[src/rtl/swi_pkg.sv]
package swi_pkg;
  typedef enum logic {
    MODE_MACHINE    = 1'b0,
    MODE_SUPERVISOR = 1'b1
  } swi_mode_e;

  typedef enum logic [1:0] {
    ACC_NONE  = 2'd0,
    ACC_READ  = 2'd1,
    ACC_WRITE = 2'd2
  } swi_acc_e;

  localparam int unsigned WORD_BITS = 32;
  localparam logic [3:0]  FULL_STRB = 4'b1111;
endpackage

[src/rtl/swi_rst_sync.sv]
module swi_rst_sync (
  input  logic clk,
  input  logic rst_n,
  output logic rst_sync_n
);
  logic [1:0] stage_q;
  logic [1:0] stage_d;

  always_comb begin
    stage_d = {stage_q[0], 1'b1};
  end

  always_ff @(posedge clk or negedge rst_n) begin
    if (!rst_n) begin
      stage_q <= 2'b00;
    end else begin
      stage_q <= stage_d;
    end
  end

  assign rst_sync_n = stage_q[1];
endmodule

[src/rtl/swi_decode.sv]
module swi_decode #(
  parameter int unsigned NUM_HARTS = 4,
  parameter int unsigned ADDR_W    = 8
) (
  input  logic                 bus_valid,
  input  logic                 bus_write,
  input  logic [ADDR_W-1:0]    bus_addr,
  input  logic [3:0]           bus_strb,
  output logic                 rd_req,
  output logic [NUM_HARTS-1:0] wr_sel,
  output logic [NUM_HARTS-1:0] rd_sel
);
  import swi_pkg::*;

  localparam int unsigned WORD_W = ADDR_W - 2;

  swi_acc_e          kind;
  logic [WORD_W-1:0] word_idx;
  logic              aligned;
  logic              full_word;
  logic              in_range;
  logic              good;

  always_comb begin
    word_idx  = bus_addr[ADDR_W-1:2];
    aligned   = (bus_addr[1:0] == 2'b00);
    full_word = (bus_strb == FULL_STRB);
    in_range  = ({1'b0, word_idx} < (WORD_W+1)'(NUM_HARTS));
    good      = bus_valid && aligned && full_word && in_range;
    if (!bus_valid) begin
      kind = ACC_NONE;
    end else if (bus_write) begin
      kind = ACC_WRITE;
    end else begin
      kind = ACC_READ;
    end
    rd_req = (kind == ACC_READ);
  end

  for (genvar g = 0; g < NUM_HARTS; g++) begin : g_sel
    logic match;
    assign match     = good && (word_idx == WORD_W'(g));
    assign wr_sel[g] = match && (kind == ACC_WRITE);
    assign rd_sel[g] = match && (kind == ACC_READ);
  end
endmodule

[src/rtl/swi_cell.sv]
module swi_cell #(
  parameter swi_pkg::swi_mode_e MODE = swi_pkg::MODE_MACHINE
) (
  input  logic clk,
  input  logic rst_n,
  input  logic set_req,
  input  logic zero_req,
  input  logic ack,
  output logic pend
);
  import swi_pkg::*;

  logic pend_q;
  logic pend_d;
  logic pend_en;

  if (MODE == MODE_MACHINE) begin : g_machine
    logic unused_ack;
    assign unused_ack = ack;

    always_comb begin
      pend_en = set_req || zero_req;
      pend_d  = set_req;
    end

    always_ff @(posedge clk or negedge rst_n) begin
      if (!rst_n) begin
        pend_q <= 1'b0;
      end else if (pend_en) begin
        pend_q <= pend_d;
      end
    end
  end else begin : g_supervisor
    logic unused_sup;
    assign unused_sup = zero_req ^ rst_n;

    always_comb begin
      pend_en = set_req || ack;
      pend_d  = set_req;
    end

    always_ff @(posedge clk) begin
      if (pend_en) begin
        pend_q <= pend_d;
      end
    end
  end

  assign pend = pend_q;
endmodule

[src/rtl/swi_readback.sv]
module swi_readback #(
  parameter int unsigned        NUM_HARTS = 4,
  parameter swi_pkg::swi_mode_e MODE      = swi_pkg::MODE_MACHINE
) (
  input  logic                 clk,
  input  logic                 rst_n,
  input  logic                 rd_req,
  input  logic [NUM_HARTS-1:0] rd_sel,
  input  logic [NUM_HARTS-1:0] pend,
  output logic                 rd_valid,
  output logic [31:0]          rd_data
);
  import swi_pkg::*;

  localparam logic READABLE = (MODE == MODE_MACHINE);

  logic        valid_q;
  logic        valid_d;
  logic [31:0] data_q;
  logic [31:0] data_d;
  logic        pick;

  always_comb begin
    pick    = |(rd_sel & pend);
    valid_d = rd_req;
    data_d  = {31'b0, pick & READABLE};
  end

  always_ff @(posedge clk or negedge rst_n) begin
    if (!rst_n) begin
      valid_q <= 1'b0;
    end else begin
      valid_q <= valid_d;
    end
  end

  always_ff @(posedge clk or negedge rst_n) begin
    if (!rst_n) begin
      data_q <= '0;
    end else if (rd_req) begin
      data_q <= data_d;
    end
  end

  assign rd_valid = valid_q;
  assign rd_data  = data_q;
endmodule

[src/rtl/swi_bank.sv]
module swi_bank #(
  parameter int unsigned        NUM_HARTS = 4,
  parameter int unsigned        ADDR_W    = 8,
  parameter swi_pkg::swi_mode_e MODE      = swi_pkg::MODE_MACHINE
) (
  input  logic                 clk,
  input  logic                 rst_n,
  input  logic                 bus_valid,
  input  logic                 bus_write,
  input  logic [ADDR_W-1:0]    bus_addr,
  input  logic [31:0]          bus_wdata,
  input  logic [3:0]           bus_strb,
  input  logic [NUM_HARTS-1:0] sw_clear,
  output logic                 rd_valid,
  output logic [31:0]          rd_data,
  output logic [NUM_HARTS-1:0] swi_irq
);
  logic                 rst_sync_n;
  logic                 rd_req;
  logic [NUM_HARTS-1:0] wr_sel;
  logic [NUM_HARTS-1:0] rd_sel;
  logic [NUM_HARTS-1:0] pend;
  logic                 wr_bit;
  logic                 unused_wdata;

  assign wr_bit       = bus_wdata[0];
  assign unused_wdata = ^bus_wdata[31:1];

  swi_rst_sync i_rst_sync (
    .clk        (clk),
    .rst_n      (rst_n),
    .rst_sync_n (rst_sync_n)
  );

  swi_decode #(
    .NUM_HARTS (NUM_HARTS),
    .ADDR_W    (ADDR_W)
  ) i_decode (
    .bus_valid (bus_valid),
    .bus_write (bus_write),
    .bus_addr  (bus_addr),
    .bus_strb  (bus_strb),
    .rd_req    (rd_req),
    .wr_sel    (wr_sel),
    .rd_sel    (rd_sel)
  );

  for (genvar g = 0; g < NUM_HARTS; g++) begin : g_hart
    swi_cell #(
      .MODE (MODE)
    ) i_cell (
      .clk      (clk),
      .rst_n    (rst_sync_n),
      .set_req  (wr_sel[g] && wr_bit),
      .zero_req (wr_sel[g] && !wr_bit),
      .ack      (sw_clear[g]),
      .pend     (pend[g])
    );
  end

  swi_readback #(
    .NUM_HARTS (NUM_HARTS),
    .MODE      (MODE)
  ) i_readback (
    .clk      (clk),
    .rst_n    (rst_sync_n),
    .rd_req   (rd_req),
    .rd_sel   (rd_sel),
    .pend     (pend),
    .rd_valid (rd_valid),
    .rd_data  (rd_data)
  );

  assign swi_irq = pend;
endmodule

[config.mk]
export PLATFORM = sky130hd
export DESIGN_NAME = swi_bank
export DESIGN_NICKNAME = d
export VERILOG_FILES = /design/src/rtl/swi_pkg.sv /design/src/rtl/swi_rst_sync.sv /design/src/rtl/swi_decode.sv /design/src/rtl/swi_cell.sv /design/src/rtl/swi_readback.sv /design/src/rtl/swi_bank.sv
export SDC_FILE = /design/constraint.sdc
export NUM_CORES = 1
export LEC_CHECK = 0
export BUFFER_PORTS_ARGS = -buffer_cell sky130_fd_sc_hd__buf_4
export CELL_PAD_IN_SITES_DETAIL_PLACEMENT = 0
export CELL_PAD_IN_SITES_GLOBAL_PLACEMENT = 1
export CORE_MARGIN = 4
export CORE_UTILIZATION = 22
export DETAILED_ROUTE_END_ITERATION = 10
export GPL_ROUTABILITY_DRIVEN = 1
export PLACE_DENSITY_LB_ADDON = 0.1
export SYNTH_ARGS = -nofsm -noshare
export SYNTH_HDL_FRONTEND = slang
export SYNTH_HIERARCHICAL = 1
export SYNTH_SLANG_ARGS = --single-unit
[constraint.sdc]
create_clock -name clk -period 0.9 [get_ports clk]
set_input_delay 0.045 -clock clk [delete_from_list [all_inputs] [get_ports clk]]
set_output_delay 0.045 -clock clk [all_outputs]
set_load 0.05 [all_outputs]
==> flow_summary.toml <==
[floorplan]
core_um2 = 3103
die_area_um2 = 4249
num_io_pins = 89
dieWidth_um = 65.19
row_count = 20
die_h_um = 65.19
start_util_pct = 23.19

[logic_synthesis]
synth.most_common_cell = "buf_4"
synth-edff-count = 0
synth_ff_type = "dfrtp_1"
syn_inst = 79
avgSynthCellArea_um2 = 9.107
synth-seq-cells = 8
syn_area_um2 = 719.4
synth.area.top_cells = "buf_4 32%, dfrtp_1 28%, nor4_1 6.1%"
yosysTopAreaCell = "buf_4"
ys_async_sr_fraction_pct = 100.0
ys_seq_area_share_pct = 27.83
ys_warn_count = 6
synth_cell_types = 18
synthTopCellsByCount = "31 x buf_4, 8 x dfrtp_1, 7 x nor4_1"
synth_top_area_share_pct = 32.35

[critical_path]
worst-setup-path-type = "in -> reg"
cp.required_ns = 1.04
crit_path_end_kind = "register"
worst-path-max-fanout = 8
cp-start-kind = "input pin"
arrival_ns = 1.14

[status]
violations = "setup timing"
outcome = "complete, but fails checks"

[sta]
report.final.slew_viol_count = 0
final.setup_skew_ns = 0.007077
rsz0062_at_grt = "yes"
setup_violations = 5
hold_violations = 0
period_share_pct = 111.0
min_period_ns = 0.9991
fmax_mhz = 1001
setup_tns_ns = -0.4616
fin_ws_ns = -0.09907

[place]
post-dp-hpwl_mm = 1.263
numPortBuffers = 22
pre_cts_slack_ns = -0.4169
dpl_cell_area_um2 = 863.3
gp_congestion = 0.6071

[cells_and_area]
syn_to_final_growth_pct = 35.13
layout-drive-gt1-share_pct = 39.45
final_area_um2 = 972.2
utilization_pct = 31.33
nNetsFinal = 163
antenna_cells = 0

[power]
p_sw_share_pct = 44.60
power.total_mw = 1.111
clkPwrFrac_pct = 24.4
power_density_nw_per_um2 = 1143
p_seq_share_pct = 34.5
ir_drop_v = 0.0003557
power.internal_uw = 615.7
share_comb_of_total_power_pct = 41.1
p_switching_uw = 495.7
p_leak_nw = 0.4733

[grt]
grtUsageTotal_pct = 7.018
grt_pass1_vias = 536
grt_pass1_wl_mm = 2.346
grt_overflow_total = 0
grt_max_degree = 9
antenna_found_initial = 0

[route]
num_vias = 561
avgViaCountPerCell = 3.667
routed_wl_mm = 1.502
firstDrtPassIters = 2
drt_iter0_drc = 7
route.detailed.drc = 0
ant_nets = 0
routedWlPerCell_um = 9.817

[clock_network]
path_clk_slew_ns = 0.06
clkLatencyLatePin_ns = 0.25
clock-sinks = 8
root_buffer = "clkbuf_4"
numCtsBuffers = 3
htree_levels = 1
clockBufferDepth = 2
cts_tree = "built"

[flow_run]
drv_cap = 0

[worst_hold_path]
hold_path_class = "reg -> async"
==> power by group through the flow <==
stage                     Sequential, mW  Combinational [mW]  Clock, mW
after global placement             0.389               0.436          0
final                              0.384               0.456      0.272
after CTS                          0.383               0.450      0.288
after global routing               0.386               0.476      0.314
after detailed placement           0.389               0.436          0
after floorplan                    0.414               0.424          0
==> area by class of cell <==
cell class | count | area (um^2)
Clock buffer | 3 | 22.52
Sequential cell | 8 | 200.2
Inverter | 4 | 15.01
Multi-Input combinational cell | 65 | 432.9
Fill cell | 348 | 2131
Timing Repair Buffer | 29 | 246.5
Tap cell | 44 | 55.05
==> critical path: stages <==
cell,delay [ns]
buf_4,0.10
nand4b_1,0.16
buf_4,0.19
nor4_2,0.28
nor2b_2,0.18
inv_1,0.04
a21o_1,0.14
==> layout by cell type, fill, tap and decap left out, drive strengths merged <==
master / instances
nor2: 1
conb: 32
or4b: 1
dfrtp: 8
a22oi: 2
clkbuf: 3
nand4bb: 2
nand4b: 3
buf: 28
nor2b: 5
nor4: 8
or4bb: 1
or3: 1
a31oi: 1
dlygate4sd3: 1
a21o: 4
and2: 4
inv: 4
==> per-layer routing <==
metal / track usage (%) / routed length [um] / share of wire, % / vias up
li1: - / - / - / 269
met1: 7.299 / 521 / 35 / 265
met2: 13.02 / 844 / 56 / 27
met3: 2.393 / 137 / 9.1 / 0
met4: 2.332 / 0 / 0 / 0
met5: 0 / 0 / 0 / -
==> worst paths after layout <==
kind / from / end / slack (ns) / cells past startpoint
worst max-delay path: bus_addr[4] / g_hart[2].i_cell/pend / -0.1 / 7
worst min-delay path: i_rst_sync/stage_q[1] / i_readback/rd_valid / 0.09 / 0
worst max register to register: g_hart[1].i_cell/pend / g_hart[1].i_cell/pend / 0.08 / 2
worst min register to register: i_rst_sync/stage_q[1] / i_readback/rd_valid / 0.09 / 0
max in group asynchronous: i_rst_sync/stage_q[1] / g_hart[3].i_cell/pend / 0.59 / 0
min in group clk: bus_write / i_readback/rd_valid / 0.11 / 3
==> sequential cells by signal, indices dropped and copies added (netlist names) <==
| signal | flops |
|---|---|
| g_hart.i_cell/pend | 4 |
| i_readback/rd_valid | 1 |
| i_rst_sync/stage_q | 2 |
| i_readback/rd_data | 1 |
==> cells by family after synthesis <==
family | Yosys count | share of synthesized area (%)
AND/OR/NAND/NOR | 26 | 28.00
AO/OA/AOI/OAI | 7 | 7.131
buffers and inverters | 36 | 36.00
other | 2 | 1.044
flip-flops | 8 | 27.83
==> what timing repair did <==
item	in CTS	in global routing
hold endpoints to repair	2	0
resized for setup	11	2
hold buffers	1	0
pin swaps	1	0
setup buffers	0	2
gates cloned	0	0
endpoints found under the setup margin	9	10
==> metrics by stage <==
step	cells	hold WS (ns)
after floorplan	109	-0.2506
after global placement	147	-0.1718
after global routing	153	0.1051
after CTS	151	0.09693
after detailed placement	147	-0.1714
final	153	0.09226
Note: power is estimated with default switching activity, not from simulation.
